===== src/rtl/twire_pkg.sv =====
package twire_pkg;

  typedef enum logic [2:0] {
    ST_IDLE,
    ST_ADDR,
    ST_ADDR_ACK,
    ST_WRITE,
    ST_WRITE_ACK,
    ST_READ,
    ST_READ_ACK
  } busState_t;

  // strobes from the protocol control to the datapath
  typedef struct packed {
    logic shiftIn;   // capture sampled SDA into the shifter
    logic loadRd;    // load register image for transmission
    logic shiftOut;  // advance transmit shifter by one bit
    logic commit;    // copy received byte into control bits
  } dpCmd_t;

endpackage


===== src/rtl/twire_pin_filter.sv =====
module twire_pin_filter #(
  parameter int SYNC_STAGES = 2,
  parameter int FILT_LEN    = 3
) (
  input  logic clk,
  input  logic rstN,
  input  logic pinIn,
  output logic pinOut
);

  logic [SYNC_STAGES-1:0] syncQ;
  logic [FILT_LEN-1:0]    histQ;

  always_ff @(posedge clk or negedge rstN) begin
    if (!rstN) begin
      syncQ  <= '1;
      histQ  <= '1;
      pinOut <= 1'b1;
    end else begin
      syncQ <= {syncQ[SYNC_STAGES-2:0], pinIn};
      histQ <= {histQ[FILT_LEN-2:0], syncQ[SYNC_STAGES-1]};
      // output follows only a level held for the whole history window
      if (&histQ)       pinOut <= 1'b1;
      else if (~|histQ) pinOut <= 1'b0;
    end
  end

endmodule


===== src/rtl/twire_ctrl.sv =====
module twire_ctrl
  import twire_pkg::*;
#(
  parameter int DATA_W  = 8,
  parameter int STRAP_W = 2,
  parameter int ADDR_W  = 7,
  parameter logic [ADDR_W-STRAP_W-1:0] ADDR_HI = 5'b00010
) (
  input  logic               clk,
  input  logic               rstN,
  input  logic               uvLock,
  input  logic               sclLvl,
  input  logic               sdaLvl,
  input  logic [STRAP_W-1:0] strapSel,
  input  logic [DATA_W-1:0]  shByte,
  output dpCmd_t             cmd,
  output logic               sdaPullLow
);

  localparam int CNT_W = $clog2(DATA_W + 1);
  localparam logic [CNT_W-1:0] LAST = CNT_W'(DATA_W);

  busState_t        state, stNext;
  logic [CNT_W-1:0] bitCnt, cntNext;
  logic             sclPrev, sdaPrev;
  logic             rwQ, rwNext;
  logic             hostAck, hostAckNext;

  logic sclRise, sclFall, startCond, stopCond, addrHit;

  assign sclRise   = sclLvl & ~sclPrev;
  assign sclFall   = ~sclLvl & sclPrev;
  assign startCond = sclLvl & sclPrev & sdaPrev & ~sdaLvl;
  assign stopCond  = sclLvl & sclPrev & ~sdaPrev & sdaLvl;
  assign addrHit   = (shByte[DATA_W-1:1] == {ADDR_HI, strapSel});

  always_comb begin
    stNext      = state;
    cntNext     = bitCnt;
    rwNext      = rwQ;
    hostAckNext = hostAck;
    cmd         = '0;
    if (startCond) begin
      stNext  = ST_ADDR;
      cntNext = '0;
    end else if (stopCond) begin
      stNext = ST_IDLE;
    end else begin
      unique case (state)
        ST_ADDR, ST_WRITE: begin
          if (sclRise && bitCnt < LAST) begin
            cmd.shiftIn = 1'b1;
            cntNext     = bitCnt + 1'b1;
          end else if (sclFall && bitCnt == LAST) begin
            if (state == ST_WRITE) begin
              cmd.commit = 1'b1;
              stNext     = ST_WRITE_ACK;
            end else if (addrHit) begin
              stNext = ST_ADDR_ACK;
              rwNext = shByte[0];
            end else begin
              stNext = ST_IDLE;
            end
          end
        end
        ST_ADDR_ACK: if (sclFall) begin
          cntNext = '0;
          if (rwQ) begin
            stNext     = ST_READ;
            cmd.loadRd = 1'b1;
          end else begin
            stNext = ST_WRITE;
          end
        end
        ST_WRITE_ACK: if (sclFall) stNext = ST_IDLE;
        ST_READ: begin
          if (sclRise && bitCnt < LAST)       cntNext = bitCnt + 1'b1;
          else if (sclFall && bitCnt == LAST) stNext = ST_READ_ACK;
          else if (sclFall)                   cmd.shiftOut = 1'b1;
        end
        ST_READ_ACK: begin
          if (sclRise) hostAckNext = ~sdaLvl;
          if (sclFall) begin
            if (hostAck) begin
              stNext     = ST_READ;
              cmd.loadRd = 1'b1;
              cntNext    = '0;
            end else begin
              stNext = ST_IDLE;
            end
          end
        end
        default: ;
      endcase
    end
    if (uvLock) begin
      stNext = ST_IDLE;
      cmd    = '0;
    end
  end

  always_ff @(posedge clk or negedge rstN) begin
    if (!rstN) begin
      state   <= ST_IDLE;
      bitCnt  <= '0;
      sclPrev <= 1'b1;
      sdaPrev <= 1'b1;
      rwQ     <= 1'b0;
      hostAck <= 1'b0;
    end else begin
      state   <= stNext;
      bitCnt  <= cntNext;
      sclPrev <= sclLvl;
      sdaPrev <= sdaLvl;
      rwQ     <= rwNext;
      hostAck <= hostAckNext;
    end
  end

  assign sdaPullLow = ~uvLock &
                      ((state == ST_ADDR_ACK) || (state == ST_WRITE_ACK) ||
                       ((state == ST_READ) && ~shByte[DATA_W-1]));

endmodule


===== src/rtl/twire_dp.sv =====
module twire_dp
  import twire_pkg::*;
#(
  parameter int DATA_W = 8
) (
  input  logic              clk,
  input  logic              rstN,
  input  logic              uvLock,
  input  dpCmd_t            cmd,
  input  logic              sdaLvl,
  input  logic              statOverTemp,
  input  logic              statOverload,
  output logic [DATA_W-1:0] shByte,
  output logic [DATA_W-3:0] ctrlBits
);

  localparam int CTRL_W = DATA_W - 2;

  always_ff @(posedge clk or negedge rstN) begin
    if (!rstN) begin
      shByte   <= '0;
      ctrlBits <= '0;
    end else begin
      if (uvLock)          ctrlBits <= '0;
      else if (cmd.commit) ctrlBits <= shByte[DATA_W-1 -: CTRL_W];

      if (cmd.shiftIn)       shByte <= {shByte[DATA_W-2:0], sdaLvl};
      else if (cmd.loadRd)   shByte <= {ctrlBits, statOverTemp, statOverload};
      else if (cmd.shiftOut) shByte <= {shByte[DATA_W-2:0], 1'b0};
    end
  end

endmodule


===== src/rtl/twire_cfg_slave.sv =====
module twire_cfg_slave
  import twire_pkg::*;
#(
  parameter int DATA_W  = 8,
  parameter int STRAP_W = 2,
  parameter logic [DATA_W-1-STRAP_W-1:0] ADDR_HI = 5'b00010
) (
  input  logic               clk,
  input  logic               rstN,
  input  logic               uvLock,
  input  logic [STRAP_W-1:0] strapSel,
  input  logic               sclIn,
  input  logic               sdaIn,
  input  logic               statOverTemp,
  input  logic               statOverload,
  output logic               sdaPullLow,
  output logic [DATA_W-3:0]  ctrlBits
);

  localparam int ADDR_W = DATA_W - 1;
  localparam int CTRL_W = DATA_W - 2;

  logic              sclF, sdaF;
  logic [DATA_W-1:0] shByte;
  dpCmd_t            dpCmd;

  twire_pin_filter uSclFilt (.clk(clk), .rstN(rstN), .pinIn(sclIn), .pinOut(sclF));
  twire_pin_filter uSdaFilt (.clk(clk), .rstN(rstN), .pinIn(sdaIn), .pinOut(sdaF));

  twire_ctrl #(
    .DATA_W(DATA_W), .STRAP_W(STRAP_W), .ADDR_W(ADDR_W), .ADDR_HI(ADDR_HI)
  ) uCtrl (
    .clk(clk), .rstN(rstN), .uvLock(uvLock), .sclLvl(sclF), .sdaLvl(sdaF),
    .strapSel(strapSel), .shByte(shByte), .cmd(dpCmd), .sdaPullLow(sdaPullLow)
  );

  twire_dp #(.DATA_W(DATA_W)) uDp (
    .clk(clk), .rstN(rstN), .uvLock(uvLock), .cmd(dpCmd), .sdaLvl(sdaF),
    .statOverTemp(statOverTemp), .statOverload(statOverload),
    .shByte(shByte), .ctrlBits(ctrlBits)
  );

endmodule


===== config.mk =====
export PLATFORM = sky130hd
export DESIGN_NAME = twire_cfg_slave
export DESIGN_NICKNAME = d
export VERILOG_FILES = /design/src/rtl/twire_pkg.sv /design/src/rtl/twire_pin_filter.sv /design/src/rtl/twire_ctrl.sv /design/src/rtl/twire_dp.sv /design/src/rtl/twire_cfg_slave.sv
export SDC_FILE = /design/constraint.sdc
export NUM_CORES = 1
export LEC_CHECK = 0
export ABC_AREA = 1
export BUFFER_PORTS_ARGS = -buffer_cell sky130_fd_sc_hd__buf_2
export CAP_MARGIN = 20
export CORE_ASPECT_RATIO = 0.9
export CORE_UTILIZATION = 55
export CTS_CLUSTER_DIAMETER = 30
export DETAILED_ROUTE_END_ITERATION = 12
export GPL_TIMING_DRIVEN = 0
export PLACE_DENSITY = 0.74
export SLEW_MARGIN = 0
export SYNTH_ARGS = -nofsm -noshare
export SYNTH_HDL_FRONTEND = slang
export SYNTH_SLANG_ARGS = --single-unit

===== constraint.sdc =====
create_clock -name clk -period 2.5 [get_ports clk]
set_input_delay 0.5 -clock clk [delete_from_list [all_inputs] [get_ports clk]]
set_output_delay 0.5 -clock clk [all_outputs]
set_load 0.005 [all_outputs]

# After elaboration in Yosys (flattened, before gate mapping)
# Cells that the tools add are included.
word_totals:
  output_inout_bits: 7
  ramBits: 0
  elab_cells: 124
  latch_bits: 0
  romBits: 0
  mem_count: 0
  reg_bits: 37
  inputBits: 9
classes:
  eq_ne: 22
  order_cmp: 1
  n_reduce_logical: 19
  shift: 0
  bitwise_logic: 18
  n_mul: 0
  n_addsub: 1
  mux: 49
  div_mod_pow: 0
ops:
  columns: ["op", "n"]
  rows:
  - ["two-way mux 3 bit", 13]
  - ["two-way mux 4 bit", 9]
  - ["!= test 5 x 2 -> 1 bit, second input constant", 5]
  - ["two-way mux 8 bit", 3]
  - ["two-way mux 1 bit", 18]
  - ["case mux 3 bit (5 select lines)", 1]
  - ["two-way mux 6 bit", 2]
  - ["!= test 3 x 1 -> 1 bit, second input constant", 4]
  - ["case mux 4 bit (3 select lines)", 1]
  - ["!= test 5 x 3 -> 1 bit, second input constant", 2]
  - ["NOT 1 bit", 10]
  - ["== test 3 bit, second input constant", 3]
  - ["OR reduction 3 bit", 3]
  - ["AND 1 bit", 8]
  - ["AND reduction 8 bit", 1]
  - ["nonzero test 8 bit", 1]
  - ["== test 7 x 4 -> 1 bit", 1]
  - ["AND reduction 7 bit", 1]
  - ["== test 3 x 2 -> 1 bit, second input constant", 2]
  - ["!= test 2 x 1 -> 1 bit, second input constant", 3]
  - ["AND reduction 3 bit", 2]
  - ["AND reduction 6 bit", 1]
  - ["adder 4 x 1 -> 4 bit, second input constant", 1]
  - ["== test 4 bit, second input constant", 1]
  - ["other kinds (11)", 14]

# Longest topological paths before layout
logic_depth:
  word_depth: 12
  mapped_depth: 10
  mapped_depth_nobuf: 9

# By module
# A second synthesis with hierarchy kept.
hier_totals:
  cells_unflattened: 242
  hier_area_um2: 1944.4
modules_own_cells:
  columns: ["mod", "area_per_inst_um2", "cells_each", "seq_area_each_um2", "n_inst"]
  rows:
  - ["twire_ctrl", 883.3, 129, 277.8, 1]
  - ["twire_dp", 683.2, 85, 350.3, 1]
  - ["twire_pin_filter", 188.9, 14, 157.7, 2]

# Least setup slack after synthesis
# Ideal clock, no wire load.
synth_timing:
  kind: "reg2reg"
  start: "reg uCtrl.sclPrev"
  end: "reg uDp.shByte[6]"
  required_ns: 2.382
  n_path_buf: 1
  period_less_slack_ns: 1.487
  path_stages_with_launch: 9
  arrival_time_ns: 1.368
  setup_ns: 0.118
  path_slack_ns: 1.013
  path_cell_list: "dfstp_2 -> nand2_1 -> nor3_4 -> nand2_4 -> buf_6 -> nand2_2 -> nand2_1 -> nand2_1 -> nand2_1"
synth_between:
  elab_chain_len: 9
  word_cells_on_any_way: 25
  classes_between: "14 x mux; 8 x bitwise; 3 x reduce/logical"
synth_lines:
  columns: ["element", "line_no", "source"]
  rows:
  - ["start, declared", "twire_ctrl.sv:25", "logic sclPrev, sdaPrev;"]
  - ["start signal, assigned", "twire_ctrl.sv:113", "sclPrev <= sclLvl;"]
  - ["AND 1 bit / NOT 1 bit (equally long branches)", "twire_ctrl.sv:32, twire_ctrl.sv:31", null]
  - ["two-way mux 1 bit, or another cell as far along", "twire_ctrl.sv:79", "else if (sclFall) cmd.shiftOut = 1'b1;"]
  - ["two-way mux 1 bit / logical AND 1 bit (equally long branches)", "twire_ctrl.sv:78, twire_ctrl.sv:51, twire_ctrl.sv:77", null]
  - ["two-way mux 1 bit, on equally long branches", "twire_ctrl.sv:77, twire_ctrl.sv:51", null]
  - ["two-way mux 1 bit", "twire_ctrl.sv:49", "unique case (state)"]
  - ["two-way mux 4 bit", "twire_ctrl.sv:46", "end else if (stopCond) begin"]
  - ["two-way mux 4 bit *", "twire_ctrl.sv:43", "if (startCond) begin"]
  - ["two-way mux 4 bit *", "twire_ctrl.sv:96", "if (uvLock) begin"]
  - ["nonzero test 3 bit (no source line) / two-way mux 8 bit (equally long branches)", null, null]
  - ["end signal, assigned", "twire_dp.sv:27", "if (cmd.shiftIn) shByte <= {shByte[DATA_W-2:0], sdaLvl};"]
  - ["end signal, assigned", "twire_dp.sv:28", "else if (cmd.loadRd) shByte <= {ctrlBits, statOverTemp, statOverload};"]
  - ["end signal, assigned", "twire_dp.sv:29", "else if (cmd.shiftOut) shByte <= {shByte[DATA_W-2:0], 1'b0};"]
  - ["end, declared", "twire_dp.sv:13", "output logic [DATA_W-1:0] shByte,"]
# Every way passes the cells marked *; elsewhere a longest branch is shown, timed or not.
# A chain may end at the register's enable or synchronous reset.

# Worst setup path after layout
layout_timing:
  start: "reg uCtrl.state[2]"
  end: "out sdaPullLow"
layout_between:
  elab_chain_len: 4
  word_cells_on_any_way: 7
  classes_between: "3 x eq/ne; 1 x bitwise; 3 x reduce/logical"
layout_lines:
  columns: ["element", "line_no", "source"]
  rows:
  - ["start, declared", "twire_ctrl.sv:23", "busState_t state, stNext;"]
  - ["start signal, assigned", "twire_ctrl.sv:111", "state <= stNext;"]
  - ["== test 3 x 2 -> 1 bit, or another cell as far along", "twire_ctrl.sv:121", "((state == ST_ADDR_ACK) || (state == ST_WRITE_ACK) ||"]
  - ["logical OR 1 bit / logical AND 1 bit (equally long branches)", "twire_ctrl.sv:121, twire_ctrl.sv:122", null]
  - ["logical OR 1 bit *", "twire_ctrl.sv:121", null]
  - ["AND 1 bit *", "twire_ctrl.sv:120", "assign sdaPullLow = ~uvLock &"]
  - ["end, declared", "twire_cfg_slave.sv:16", "output logic sdaPullLow,"]
# Marks and branches as above.

==> results.cfg <==
[final_layout]
num-fill-cells = 282
final_cell_mix = 59 x nand2_1, 29 x inv_1, 23 x nand3_1, 23 x dfrtp_1, 18 x nor2_1
area_growth_pct = 12.0
design_area_um2 = 2090
drive_gt1_share_pct = 20.7
num-nets-final = 261
stdcell_count = 293
finish.utilization_pct = 66.7
diodes = 0
layout_commonest_cell = nand2_1

[sta]
worstMarginPinSlew_ps = 785
fmax_mhz = 546
finalHoldWorstSlack_ps = 291
rsz0062_at_grt = no
finalClockSkew_ps = 9.91
slew_violations = 0
hold_viol = 0
period_needed_ps = 1830
fin_setup_tns_ps = 0
setup_viol = 0
final.period_utilization_pct = 73.2
setup_slack_ps = 669
maxSlewHeadroom_pct = 47.7

[logic_synthesis]
yosys.area.top_type = dfrtp_1
synth_warnings = 0
netlist_area_um2 = 1870
synth_top_family_by_area = simple AND/OR/NAND/NOR gates
syn_area_per_cell_um2 = 8.20
synth_nets = 239
synth_mux_area_share_pct = 0
ys_types = 23
yosys.area_share.simple_pct = 34.1
ys_seq_area_share_pct = 50.5
synth_top_area_share_pct = 30.8
synth_compound_area_share_pct = 5.89
synthAdderAreaFrac_pct = 1.34
syn_inst = 228
synth_seq_cells = 37
synth-xor-area-share_pct = 0.469
synthTopCellsByArea = dfrtp_1 31%, dfstp_2 20%, nand2_1 12%

[placed_design]
dp_hpwl_um = 2690
port_buffers = 15
placed_cell_area_um2 = 2000
place.gp.congestion = 0.873
dp_slack_ps = 800
place_inst = 285

[run]
drv_cap = 0

[drt]
vias = 1585
antenna_left = 0
detail_route.first_pass.iterations = 5
drtIter0Drc = 150
drc = 0
drt-total-wl_um = 3720
avgRoutedWirePerCell_um = 12.7
vias_per_cell = 5.41

[worst_setup_path]
cp-end-kind = output pin
path_buf_inv = 2
r2r_start = uCtrl.sclPrev
worstSetupPathType = flop to output pin
crit_required_ps = 2000
cpPeakStageDelay_ps = 370
worstPathArrival_ps = 1330
cp_top_family = flip-flops
cp_max_fo = 10
r2r-end = uDp.shByte[5]
rrSetupSlack_ps = 790
slowest_stage = dfrtp_1
cp-start-kind = flop
worstRegToRegCells = 8
path_cells = buf_2 > nand2_1 > a21oi_1 > nor2_1 > nor2_1 > buf_2

[grt]
grt_max_degree = 38
antenna_found_initial = 0
grt_first_pass_wirelength_um = 6800
grt_pass1_vias = 1460
grt-ovfl-total = 0
grt_usage_pct = 24.6

[die]
die_area_um2 = 3640
die_h_um = 57.3
io_pins = 16
initial_core_util_pct = 59.6
rows = 19
die_x_um = 63.5
core_um2 = 3140

[cts]
root_buffer = clkbuf_8
cts.sinks = 37
cts_resized = 0
cts_inserted_buffers = 5
cts_tree = built
clkLatencyLatePin_ps = 290
cts.clk_slew.worst_paths_ps = 80
cts_max_path_buffers = 2
holdBufCountCts = 0
h-tree-depth = 2
post-cts-setup-buffer-count = 0

[power]
ir_worst_vdd_v = 0.000367
p_per_area_nw_per_um2 = 573
p_total_mw = 1.20
p_leak_nw = 1.04

[worst_hold_path]
hold_path.class = input port to async pin

[outcome]
status = finished, final reports clean
## cell usage after synthesis
master    number
dfrtp_1       23
nand3b_1       1
nand3_2        1
inv_1         29
buf_6          2
nand2_4        2
nand3_1       23
buf_2          1
nor3_1         4
clkinv_2       1
dfstp_2       14
nand2_1       59
nand4_2        2
a21oi_1        9
inv_2          1
xor2_1         1
or2_2          1
nor3_4         1
nand2_2        3
o21ai_0       13
nand4_1       17
nor2_1        18
ha_1           2
## layer usage
layer / wire length (um) / global-route usage (%) / vias to the layer above
li1: - / - / 793
met1: 1950 / 37.4 / 744
met2: 1530 / 33.9 / 43
met3: 201 / 6.80 / 5
met4: 38 / 8.12 / 0
met5: 0 / 0 / -
## cell type report
cell class,instances,area [um2],area share [%]
Sequential cell,37,943,45.1
Multi-Input combinational cell,157,781,37.3
Inverter,31,118,5.62
Clock buffer,6,82.6,3.95
Timing Repair Buffer,15,75.1,3.59
Tap cell,42,52.6,2.51
Buffer,3,27.5,1.32
Clock inverter,2,13.8,0.658
## state kept, by name (all words and copies together), names as in the netlist
signal	flops
uSclFilt.syncQ	2
uSclFilt.pinOut	1
uDp.shByte	8
uCtrl.state	3
uSdaFilt.pinOut	1
uCtrl.sclPrev	1
uSclFilt.histQ	3
uCtrl.sdaPrev	1
uCtrl.hostAck	1
uCtrl.rwQ	1
uSdaFilt.syncQ	2
uCtrl.bitCnt	4
uDp.ctrlBits	6
uSdaFilt.histQ	3
## power by group
group / switching [mW] / total [mW] / internal [mW]
Sequential: 0.0262 / 0.669 / 0.643
Combinational: 0.0668 / 0.0965 / 0.0297
Clock: 0.210 / 0.434 / 0.223
Total: 0.303 / 1.20 / 0.896
## kinds of logic after synthesis
logic type               Yosys count
AO/OA/AOI/OAI                     22
XOR/XNOR                           1
adder cells (fa/ha/maj)            2
buffers and inverters             34
flip-flops                        37
AND/OR/NAND/NOR                  132
## worst max path at each step
stage,end,from,depth (start not counted)
2_1_floorplan,uDp.shByte[6],uCtrl.sclPrev,8
3_3_place_gp,uDp.shByte[5],uCtrl.sclPrev,8
3_5_place_dp,uDp.shByte[5],uCtrl.sclPrev,8
4_1_cts,sdaPullLow,uCtrl.state[2],6
5_1_grt,sdaPullLow,uCtrl.state[2],6
6_report,sdaPullLow,uCtrl.state[2],6
No activity file was read; power rests on OpenSTA's default activity.
